==> src/rtl/rxr_pkg.sv <==
package rxr_pkg;
  localparam int FLD_W     = 16;
  localparam int DESC_STEP = 8;
  localparam int FB_EMPTY  = 15;
  localparam int FB_WRAP   = 13;
  localparam int FB_LAST   = 11;
  localparam int FB_LENERR = 5;
  localparam int FB_TRUNC  = 0;

  typedef enum logic [3:0] {
    ST_IDLE, ST_DROP, ST_FETCH_A, ST_FETCH_B, ST_FETCH_C,
    ST_MOVE, ST_CLOSE_LAST, ST_SKIP, ST_PROBE, ST_PROBE_CAP
  } eng_state_e;

  typedef enum logic [1:0] {PH_PAD, PH_DATA, PH_FCS} byte_phase_e;
endpackage

==> src/rtl/rxr_crc32.sv <==
module rxr_crc32 (
  input  logic        clk,
  input  logic        rst_n,
  input  logic        clr,
  input  logic        en,
  input  logic [7:0]  din,
  output logic [31:0] fcs
);
  logic [31:0] crc_q, crc_d;

  always_comb begin
    crc_d = crc_q;
    if (clr) begin
      crc_d = '1;
    end else if (en) begin
      crc_d = crc_q ^ {24'h0, din};
      for (int b = 0; b < 8; b++) begin
        crc_d = crc_d[0] ? ((crc_d >> 1) ^ 32'hEDB8_8320) : (crc_d >> 1);
      end
    end
  end

  always_ff @(posedge clk or negedge rst_n) begin
    if (!rst_n) crc_q <= '1;
    else        crc_q <= crc_d;
  end

  assign fcs = ~crc_q;
endmodule

==> src/rtl/rxr_size_track.sv <==
module rxr_size_track #(
  parameter int W = 16
) (
  input  logic         clk,
  input  logic         rst_n,
  input  logic         clr,
  input  logic         store,
  input  logic         hit,
  input  logic [W-1:0] trunc_len,
  input  logic [W-1:0] limit,
  output logic [W-1:0] count,
  output logic         at_cap,
  output logic         truncated,
  output logic         len_err
);
  logic [W-1:0] count_q, count_d;
  logic         tr_q, tr_d;

  always_comb begin
    count_d = count_q;
    tr_d    = tr_q;
    if (clr) begin
      count_d = '0;
      tr_d    = 1'b0;
    end else begin
      if (store) count_d = count_q + W'(1);
      if (hit)   tr_d    = 1'b1;
    end
  end

  always_ff @(posedge clk or negedge rst_n) begin
    if (!rst_n) begin
      count_q <= '0;
      tr_q    <= 1'b0;
    end else begin
      count_q <= count_d;
      tr_q    <= tr_d;
    end
  end

  assign count     = count_q;
  assign at_cap    = ({1'b0, count_q} + (W+1)'(4)) >= {1'b0, trunc_len};
  assign truncated = tr_q;
  assign len_err   = tr_q | (count_q > limit);

  // the stored size never passes the truncation length
  a_r4_count_capped: assert property (@(posedge clk) disable iff (!rst_n)
    count_q <= trunc_len);
endmodule

==> src/rtl/rxr_ring_ptr.sv <==
module rxr_ring_ptr #(
  parameter int AW   = 32,
  parameter int STEP = 8
) (
  input  logic          clk,
  input  logic          rst_n,
  input  logic          init,
  input  logic          adv,
  input  logic          wrap,
  input  logic [AW-1:0] base,
  output logic [AW-1:0] ptr
);
  logic [AW-1:0] ptr_q, ptr_d;

  always_comb begin
    ptr_d = ptr_q;
    if (init)     ptr_d = base;
    else if (adv) ptr_d = wrap ? base : (ptr_q + AW'(STEP));
  end

  always_ff @(posedge clk or negedge rst_n) begin
    if (!rst_n) ptr_q <= '0;
    else        ptr_q <= ptr_d;
  end

  assign ptr = ptr_q;

  // a plain advance moves exactly one descriptor
  a_r9_plain_step: assert property (@(posedge clk) disable iff (!rst_n)
    (adv && !wrap && !init) |=> (ptr_q - $past(ptr_q)) == AW'(STEP));
endmodule

==> src/rtl/rxr_engine.sv <==
module rxr_engine
  import rxr_pkg::*;
#(
  parameter int ADDR_W = 32
) (
  input  logic              clk,
  input  logic              rst_n,
  input  logic              ring_init,
  input  logic [ADDR_W-1:0] ring_base,
  input  logic              rx_kick,
  input  logic [15:0]       max_buf,
  input  logic [15:0]       len_limit,
  input  logic [15:0]       trunc_len,
  input  logic              shift16_en,
  input  logic              s_valid,
  input  logic [7:0]        s_data,
  input  logic              s_last,
  output logic              s_ready,
  output logic              mem_req,
  output logic              mem_we,
  output logic [ADDR_W-1:0] mem_addr,
  output logic [3:0]        mem_be,
  output logic [31:0]       mem_wdata,
  input  logic [31:0]       mem_rdata,
  output logic              rx_active,
  output logic              ev_buf,
  output logic              ev_frame
);
  localparam logic [FLD_W-1:0] MASK_EMPTY = FLD_W'(1) << FB_EMPTY;

  eng_state_e        state_q, state_d;
  byte_phase_e       phase_q, phase_d;
  logic              pad_q, pad_d;
  logic [1:0]        fidx_q, fidx_d;
  logic [FLD_W-1:0]  flags_q, flags_d;
  logic [ADDR_W-1:0] buf_q, buf_d;
  logic [FLD_W-1:0]  bcnt_q, bcnt_d;
  logic              active_q, active_d;
  logic              evb_q, evb_d, evf_q, evf_d;

  logic              crc_clr, crc_en;
  logic [31:0]       fcs;
  logic              sz_clr, sz_store, sz_hit;
  logic [FLD_W-1:0]  sz_count;
  logic              at_cap, truncated, len_err;
  logic              p_init, p_adv;
  logic [ADDR_W-1:0] ptr;

  logic [7:0]        cur_byte;
  logic              pend, keep, full;
  logic [ADDR_W-1:0] byte_addr;
  logic [FLD_W-1:0]  final_flags;

  rxr_crc32 u_crc (
    .clk(clk), .rst_n(rst_n), .clr(crc_clr), .en(crc_en), .din(s_data), .fcs(fcs)
  );

  rxr_size_track #(.W(FLD_W)) u_size (
    .clk(clk), .rst_n(rst_n), .clr(sz_clr), .store(sz_store), .hit(sz_hit),
    .trunc_len(trunc_len), .limit(len_limit), .count(sz_count),
    .at_cap(at_cap), .truncated(truncated), .len_err(len_err)
  );

  rxr_ring_ptr #(.AW(ADDR_W), .STEP(DESC_STEP)) u_ptr (
    .clk(clk), .rst_n(rst_n), .init(p_init), .adv(p_adv),
    .wrap(flags_q[FB_WRAP]), .base(ring_base), .ptr(ptr)
  );

  // byte source: pad zeros, stream data, then CRC most significant first
  always_comb begin
    unique case (phase_q)
      PH_PAD: begin
        cur_byte = 8'h00;
        pend     = 1'b1;
        keep     = 1'b1;
      end
      PH_DATA: begin
        cur_byte = s_data;
        pend     = s_valid;
        keep     = !at_cap;
      end
      default: begin
        unique case (fidx_q)
          2'd0:    cur_byte = fcs[31:24];
          2'd1:    cur_byte = fcs[23:16];
          2'd2:    cur_byte = fcs[15:8];
          default: cur_byte = fcs[7:0];
        endcase
        pend = 1'b1;
        keep = 1'b1;
      end
    endcase
  end

  assign full        = (bcnt_q == max_buf);
  assign byte_addr   = buf_q + ADDR_W'(bcnt_q);
  assign final_flags = (flags_q & ~MASK_EMPTY)
                     | (FLD_W'(1) << FB_LAST)
                     | (FLD_W'(len_err) << FB_LENERR)
                     | (FLD_W'(truncated) << FB_TRUNC);

  always_comb begin
    state_d  = state_q;
    phase_d  = phase_q;
    pad_d    = pad_q;
    fidx_d   = fidx_q;
    flags_d  = flags_q;
    buf_d    = buf_q;
    bcnt_d   = bcnt_q;
    active_d = active_q;
    evb_d    = 1'b0;
    evf_d    = 1'b0;
    mem_req  = 1'b0;
    mem_we   = 1'b0;
    mem_addr = ptr;
    mem_be   = 4'h0;
    mem_wdata = 32'h0;
    s_ready  = 1'b0;
    crc_clr  = 1'b0;
    crc_en   = 1'b0;
    sz_clr   = 1'b0;
    sz_store = 1'b0;
    sz_hit   = 1'b0;
    p_init   = 1'b0;
    p_adv    = 1'b0;

    unique case (state_q)
      ST_IDLE: begin
        if (ring_init) begin
          p_init   = 1'b1;
          active_d = 1'b0;
        end else if (s_valid) begin
          if (active_q) begin
            state_d = ST_FETCH_A;
            phase_d = shift16_en ? PH_PAD : PH_DATA;
            pad_d   = 1'b0;
            fidx_d  = 2'd0;
            crc_clr = 1'b1;
            sz_clr  = 1'b1;
          end else begin
            state_d = ST_DROP;
          end
        end else if (rx_kick && !active_q) begin
          mem_req = 1'b1;
          state_d = ST_PROBE_CAP;
        end
      end
      ST_DROP: begin
        s_ready = 1'b1;
        if (s_valid && s_last) state_d = ST_IDLE;
      end
      ST_FETCH_A: begin
        mem_req = 1'b1;
        state_d = ST_FETCH_B;
      end
      ST_FETCH_B: begin
        flags_d  = mem_rdata[31:16];
        mem_req  = 1'b1;
        mem_addr = ptr + ADDR_W'(4);
        state_d  = ST_FETCH_C;
      end
      ST_FETCH_C: begin
        buf_d  = mem_rdata[ADDR_W-1:0];
        bcnt_d = '0;
        if (!flags_q[FB_EMPTY]) state_d = (phase_q == PH_FCS) ? ST_PROBE : ST_SKIP;
        else                    state_d = ST_MOVE;
      end
      ST_MOVE: begin
        if (pend) begin
          if (full) begin
            mem_req   = 1'b1;
            mem_we    = 1'b1;
            mem_be    = 4'hF;
            mem_wdata = {flags_q & ~MASK_EMPTY, bcnt_q};
            evb_d     = 1'b1;
            p_adv     = 1'b1;
            state_d   = ST_FETCH_A;
          end else begin
            if (phase_q == PH_DATA) begin
              s_ready = 1'b1;
              crc_en  = 1'b1;
            end
            if (keep) begin
              mem_req   = 1'b1;
              mem_we    = 1'b1;
              mem_addr  = byte_addr;
              mem_be    = 4'b0001 << byte_addr[1:0];
              mem_wdata = {4{cur_byte}};
              bcnt_d    = bcnt_q + FLD_W'(1);
              sz_store  = 1'b1;
            end else begin
              sz_hit = 1'b1;
            end
            unique case (phase_q)
              PH_PAD: begin
                pad_d = 1'b1;
                if (pad_q) phase_d = PH_DATA;
              end
              PH_DATA: begin
                if (s_last) phase_d = PH_FCS;
              end
              default: begin
                fidx_d = fidx_q + 2'd1;
                if (fidx_q == 2'd3) state_d = ST_CLOSE_LAST;
              end
            endcase
          end
        end
      end
      ST_CLOSE_LAST: begin
        mem_req   = 1'b1;
        mem_we    = 1'b1;
        mem_be    = 4'hF;
        mem_wdata = {final_flags, bcnt_q};
        evf_d     = 1'b1;
        p_adv     = 1'b1;
        state_d   = ST_PROBE;
      end
      ST_SKIP: begin
        s_ready = 1'b1;
        if (s_valid && s_last) state_d = ST_PROBE;
      end
      ST_PROBE: begin
        mem_req = 1'b1;
        state_d = ST_PROBE_CAP;
      end
      ST_PROBE_CAP: begin
        active_d = mem_rdata[16+FB_EMPTY];
        state_d  = ST_IDLE;
      end
      default: state_d = ST_IDLE;
    endcase
  end

  always_ff @(posedge clk or negedge rst_n) begin
    if (!rst_n) begin
      state_q  <= ST_IDLE;
      phase_q  <= PH_DATA;
      pad_q    <= 1'b0;
      fidx_q   <= 2'd0;
      flags_q  <= '0;
      buf_q    <= '0;
      bcnt_q   <= '0;
      active_q <= 1'b0;
      evb_q    <= 1'b0;
      evf_q    <= 1'b0;
    end else begin
      state_q  <= state_d;
      phase_q  <= phase_d;
      pad_q    <= pad_d;
      fidx_q   <= fidx_d;
      flags_q  <= flags_d;
      buf_q    <= buf_d;
      bcnt_q   <= bcnt_d;
      active_q <= active_d;
      evb_q    <= evb_d;
      evf_q    <= evf_d;
    end
  end

  assign rx_active = active_q;
  assign ev_buf    = evb_q;
  assign ev_frame  = evf_q;

  // a dropped frame touches no memory
  a_r1_drop_silent: assert property (@(posedge clk) disable iff (!rst_n)
    (state_q == ST_DROP) |-> !mem_req);

  // descriptor write-backs never exceed the buffer size and release the slot
  a_r6_len_within_max: assert property (@(posedge clk) disable iff (!rst_n)
    (mem_req && mem_we && mem_be == 4'hF) |-> (mem_wdata[15:0] <= max_buf && !mem_wdata[31]));

  // pad bytes are zero
  a_r3_pad_zero: assert property (@(posedge clk) disable iff (!rst_n)
    (state_q == ST_MOVE && phase_q == PH_PAD && mem_we && mem_be != 4'hF) |-> mem_wdata == 32'h0);

  // a discarded remainder writes nothing
  a_r7_skip_no_write: assert property (@(posedge clk) disable iff (!rst_n)
    (state_q == ST_SKIP) |-> !mem_we);

  // buffer and frame events never coincide
  a_r8_events_exclusive: assert property (@(posedge clk) disable iff (!rst_n)
    !(ev_buf && ev_frame));

  // rx_active only moves from idle or from a descriptor probe
  a_r10_active_source: assert property (@(posedge clk) disable iff (!rst_n)
    !$stable(rx_active) |-> ($past(state_q) == ST_IDLE || $past(state_q) == ST_PROBE_CAP));
endmodule

==> config.mk <==
export PLATFORM = sky130hd
export DESIGN_NAME = rxr_engine
export DESIGN_NICKNAME = d
export VERILOG_FILES = /design/src/rtl/rxr_pkg.sv /design/src/rtl/rxr_crc32.sv /design/src/rtl/rxr_size_track.sv /design/src/rtl/rxr_ring_ptr.sv /design/src/rtl/rxr_engine.sv
export SDC_FILE = /design/constraint.sdc
export NUM_CORES = 1
export LEC_CHECK = 0
export BUFFER_PORTS_ARGS = -buffer_cell sky130_fd_sc_hd__buf_4
export CAP_MARGIN = 40
export CORE_MARGIN = 3
export CORE_UTILIZATION = 50
export DETAILED_ROUTE_END_ITERATION = 8
export GPL_TIMING_DRIVEN = 0
export PLACE_DENSITY = 0.72
export SETUP_SLACK_MARGIN = 0.4
export SLEW_MARGIN = 15
export SYNTH_ARGS = -nofsm -noshare
export SYNTH_HDL_FRONTEND = slang
export SYNTH_SLANG_ARGS = --single-unit
==> constraint.sdc <==
create_clock -name clk -period 5.2 [get_ports clk]
set_clock_uncertainty 0.05 [all_clocks]
set_input_delay 1.04 -clock clk [delete_from_list [all_inputs] [get_ports clk]]
set_output_delay 1.04 -clock clk [all_outputs]
set_load 0.005 [all_outputs]
==> out/results.txt <==
Synth Instances - 1509
Final nets - 1987
Asr flop ratio synth - 100%
Setup WS pre-CTS - -0.639 ns
Routed Antenna Nets - 0
IO Pins - 201
Synthesis Warnings - 0
Post-DR vias/cell - 6.32
Synthesized area per cell - 8.05 um2
N_diodes - 0
Routed WL per cell - 22.5 um
Final worst path period share - 101%
Maxcap violations - 0
Post-synthesis net count - 1694
Final Max Slew Viols - 0
Seq cells post-synth - 157
WS Path Type - reg2out
Critical path required time - 4.11 ns
DP Area - 14100 um2
Top cell type by total area after synthesis - dfrtp_1
Starting Density - 51.3%
GRT Util Overall - 34.0%
Element type at the critical path end - output port
Largest cells by area after synthesis - dfrtp_1, nand2_1, dfstp_2
Initial antenna violation count - 1
First-pass DRT Iterations - 5
GPL Wtd Cong - 0.998
Largest net degree at the start of global routing - 96
First-pass GRT wire length - 70100 um
Final core utilization - 70.5%
Total CTS buffers - 17
Total number of vias - 13500
Die Width - 162 um
Mapped cell area - 12100 um2
Power Dens Cells - 564 nW/um2
Clk Latency, worst-skew pair - 0.45 ns
Clk sinks - 157
Final Worst Setup Slack - -0.0469 ns
DRT Wirelength - 47900 um
Post-synth top area share - 25.5%
Crit-path max FO - 8
Port Buffer Count - 198
FF-to-FF setup slack - 1.24 ns
Final Hold Viols - 0
Failing checks - setup timing
Layout fillers - 1868
Unrepaired setup endpoints after global routing - yes
Most used DFF post-synth - dfrtp_1
Clock Tree Buf Depth - 2
Num rows - 56
CTS Hold Bufs - 0
H-tree depth - 4
Final setup fails - 12
Root Buffer - clkbuf_16
Full die area - 26200 um2
Final Critical Period - 5.25 ns
Overflow after GRT - 0
Fmax - 191 MHz
Worst hold path type - reg2reg
Hpwl dp - 33300 um
Critical Path AT - 4.16 ns
Area Growth Syn to Fin - 37.5%
Share of cells above drive strength 1 - 30.2%
Critical Path Source Type - flop
DRC - 0
Worst vdd ir - 0.446 mV
Drt initial violations - 1599
Seq/Total Area, Yosys - 32.7%
Worst-Margin Slew - 1.08 ns
Leakage - 7.39 nW
Design Area, Final - 16700 um2
Multi-input gate area in the final layout - 8560 um2
Yosys cell types - 80
Post-synth EDFFs - 0
Slew headroom - 27.6%
Worst-path clk slew - 0.07 ns
Die height - 162 um
Outcome - finished with violations
Core box area - 23700 um2
Vias in the first global route - 12600
Area taken by flip-flops and latches - 3980 um2
CTS tree - yes
-- power breakdown --
group          internal, W  switching, W
sequential         0.00182      0.000635
clock             0.000765      0.000572
combinational      0.00241       0.00322
total              0.00500       0.00443
-- routing by layer --
| layer | track usage, % | part of all wire (%) | routed length, um |
|---|---|---|---|
| met5 | 0 | 0 | 0 |
| met4 | 14.0 | 3.8 | 1840 |
| met3 | 5.41 | 9.3 | 4460 |
| met2 | 54.2 | 47 | 22700 |
| met1 | 46.2 | 39 | 18900 |
-- repair_timing --
| item | in CTS | in global routing |
|---|---|---|
| pin swaps | 27 | 49 |
| resized for setup | 114 | 188 |
| endpoints found under the setup margin | 70 | 70 |
| gates cloned | 3 | 4 |
| buffers inserted | 47 | 17 |
-- cell usage in the layout, fill, tap and decap left out, types with 11 or more instances in the layout --
master,n
nand2_1,240
xnor2_1,69
nor3_1,44
a31oi_1,12
buf_12,11
o211ai_1,17
xor2_1,55
a21oi_1,132
buf_2,19
o21ai_0,76
dfrtp_1,114
nand4_1,29
inv_1,59
nor2_1,57
o21ai_4,16
nand3_1,49
clkbuf_1,51
o22ai_1,19
buf_4,225
dfstp_2,33
nor2b_1,13
mux2_2,19
a21oi_2,15
ha_1,56
clkbuf_16,24
or3_1,11
and3_1,25
buf_6,36
-- worst paths after layout --
path | end | startpoint | cells after the start
setup / recovery | mem_addr[20] | u_size.count[3] | 20
hold / removal | buf_q[11] | buf_q[11] | 2
setup reg to reg | u_size.count[9] | u_size.count[2] | 18
hold reg to reg | buf_q[11] | buf_q[11] | 2
max in group asynchronous | bcnt_q[8] | rst_n | 2
min in group asynchronous | u_size.count[4] | rst_n | 1
-- cells in the mapped netlist (all sizes together), types with 33 or more instances --
| master | n |
|---|---|
| dfstp | 33 |
| a21oi | 151 |
| ha | 57 |
| nand3 | 63 |
| nor3 | 46 |
| xor2 | 62 |
| buf | 34 |
| inv | 59 |
| nor2 | 66 |
| dfrtp | 124 |
| clkbuf | 50 |
| o21ai | 105 |
| nand2 | 259 |
| xnor2 | 71 |
-- kinds of logic (layout without fill, tap and decap cells) --
family          count (synthesis)  after routing  synth area share [%]
simple gates                  586            586                  23.3
flops                         157            157                  32.7
buf+inv                       143            449                  5.00
compound gates                405            405                  20.3
mux                            27             27                  2.42
xor+xnor                      133            133                  10.3
fa+ha+maj                      58             58                  6.04
-- critical path: stages, from the launching register on --
cell	delay (ns)
dfrtp_2	0.44
ha_4	0.17
and3_4	0.17
buf_4	0.14
buf_6	0.11
xor2_2	0.14
ha_1	0.31
nand4_1	0.16
buf_4	0.19
buf_4	0.12
buf_6	0.11
a2111oi_4	0.34
buf_6	0.20
o21ai_4	0.07
nand4_1	0.17
buf_6	0.21
buf_12	0.12
buf_12	0.12
a31oi_1	0.08
o21ai_1	0.16
buf_4	0.16
-- flip-flops by register name, indices dropped and copies added (netlist names) --
signal / count
bcnt_q: 16
buf_q: 32
ev_buf: 1
ev_frame: 1
fidx_q: 2
flags_q: 16
pad_q: 1
phase_q: 2
rx_active: 1
state_q: 4
u_crc.crc_q: 32
u_ptr.ptr: 32
u_size.count: 16
u_size.truncated: 1
-- stage by stage --
step	setup TNS [ns]	std cells	power (W)	hold slack (ns)
after floorplan	0	1509	0.00556	0.402
final	-0.299	2134	0.00943	0.443
after global routing	-1.52	2134	0.00993	0.474
after CTS	0	2113	0.00875	0.448
after detailed placement	-29.50	2031	0.00715	0.432
after global placement	-62.58	2026	0.00705	0.423
-- layout make-up --
cell class	count	area share [%]
sequential	157	23.8
inverter	59	1.33
timing repair buffer	274	14.4
clock buffer	23	3.12
multi-input combinational	1209	51.2
tap	319	2.39
buffer	84	3.06
clock inverter	9	0.592
Note: power is estimated with default switching activity, not from simulation.
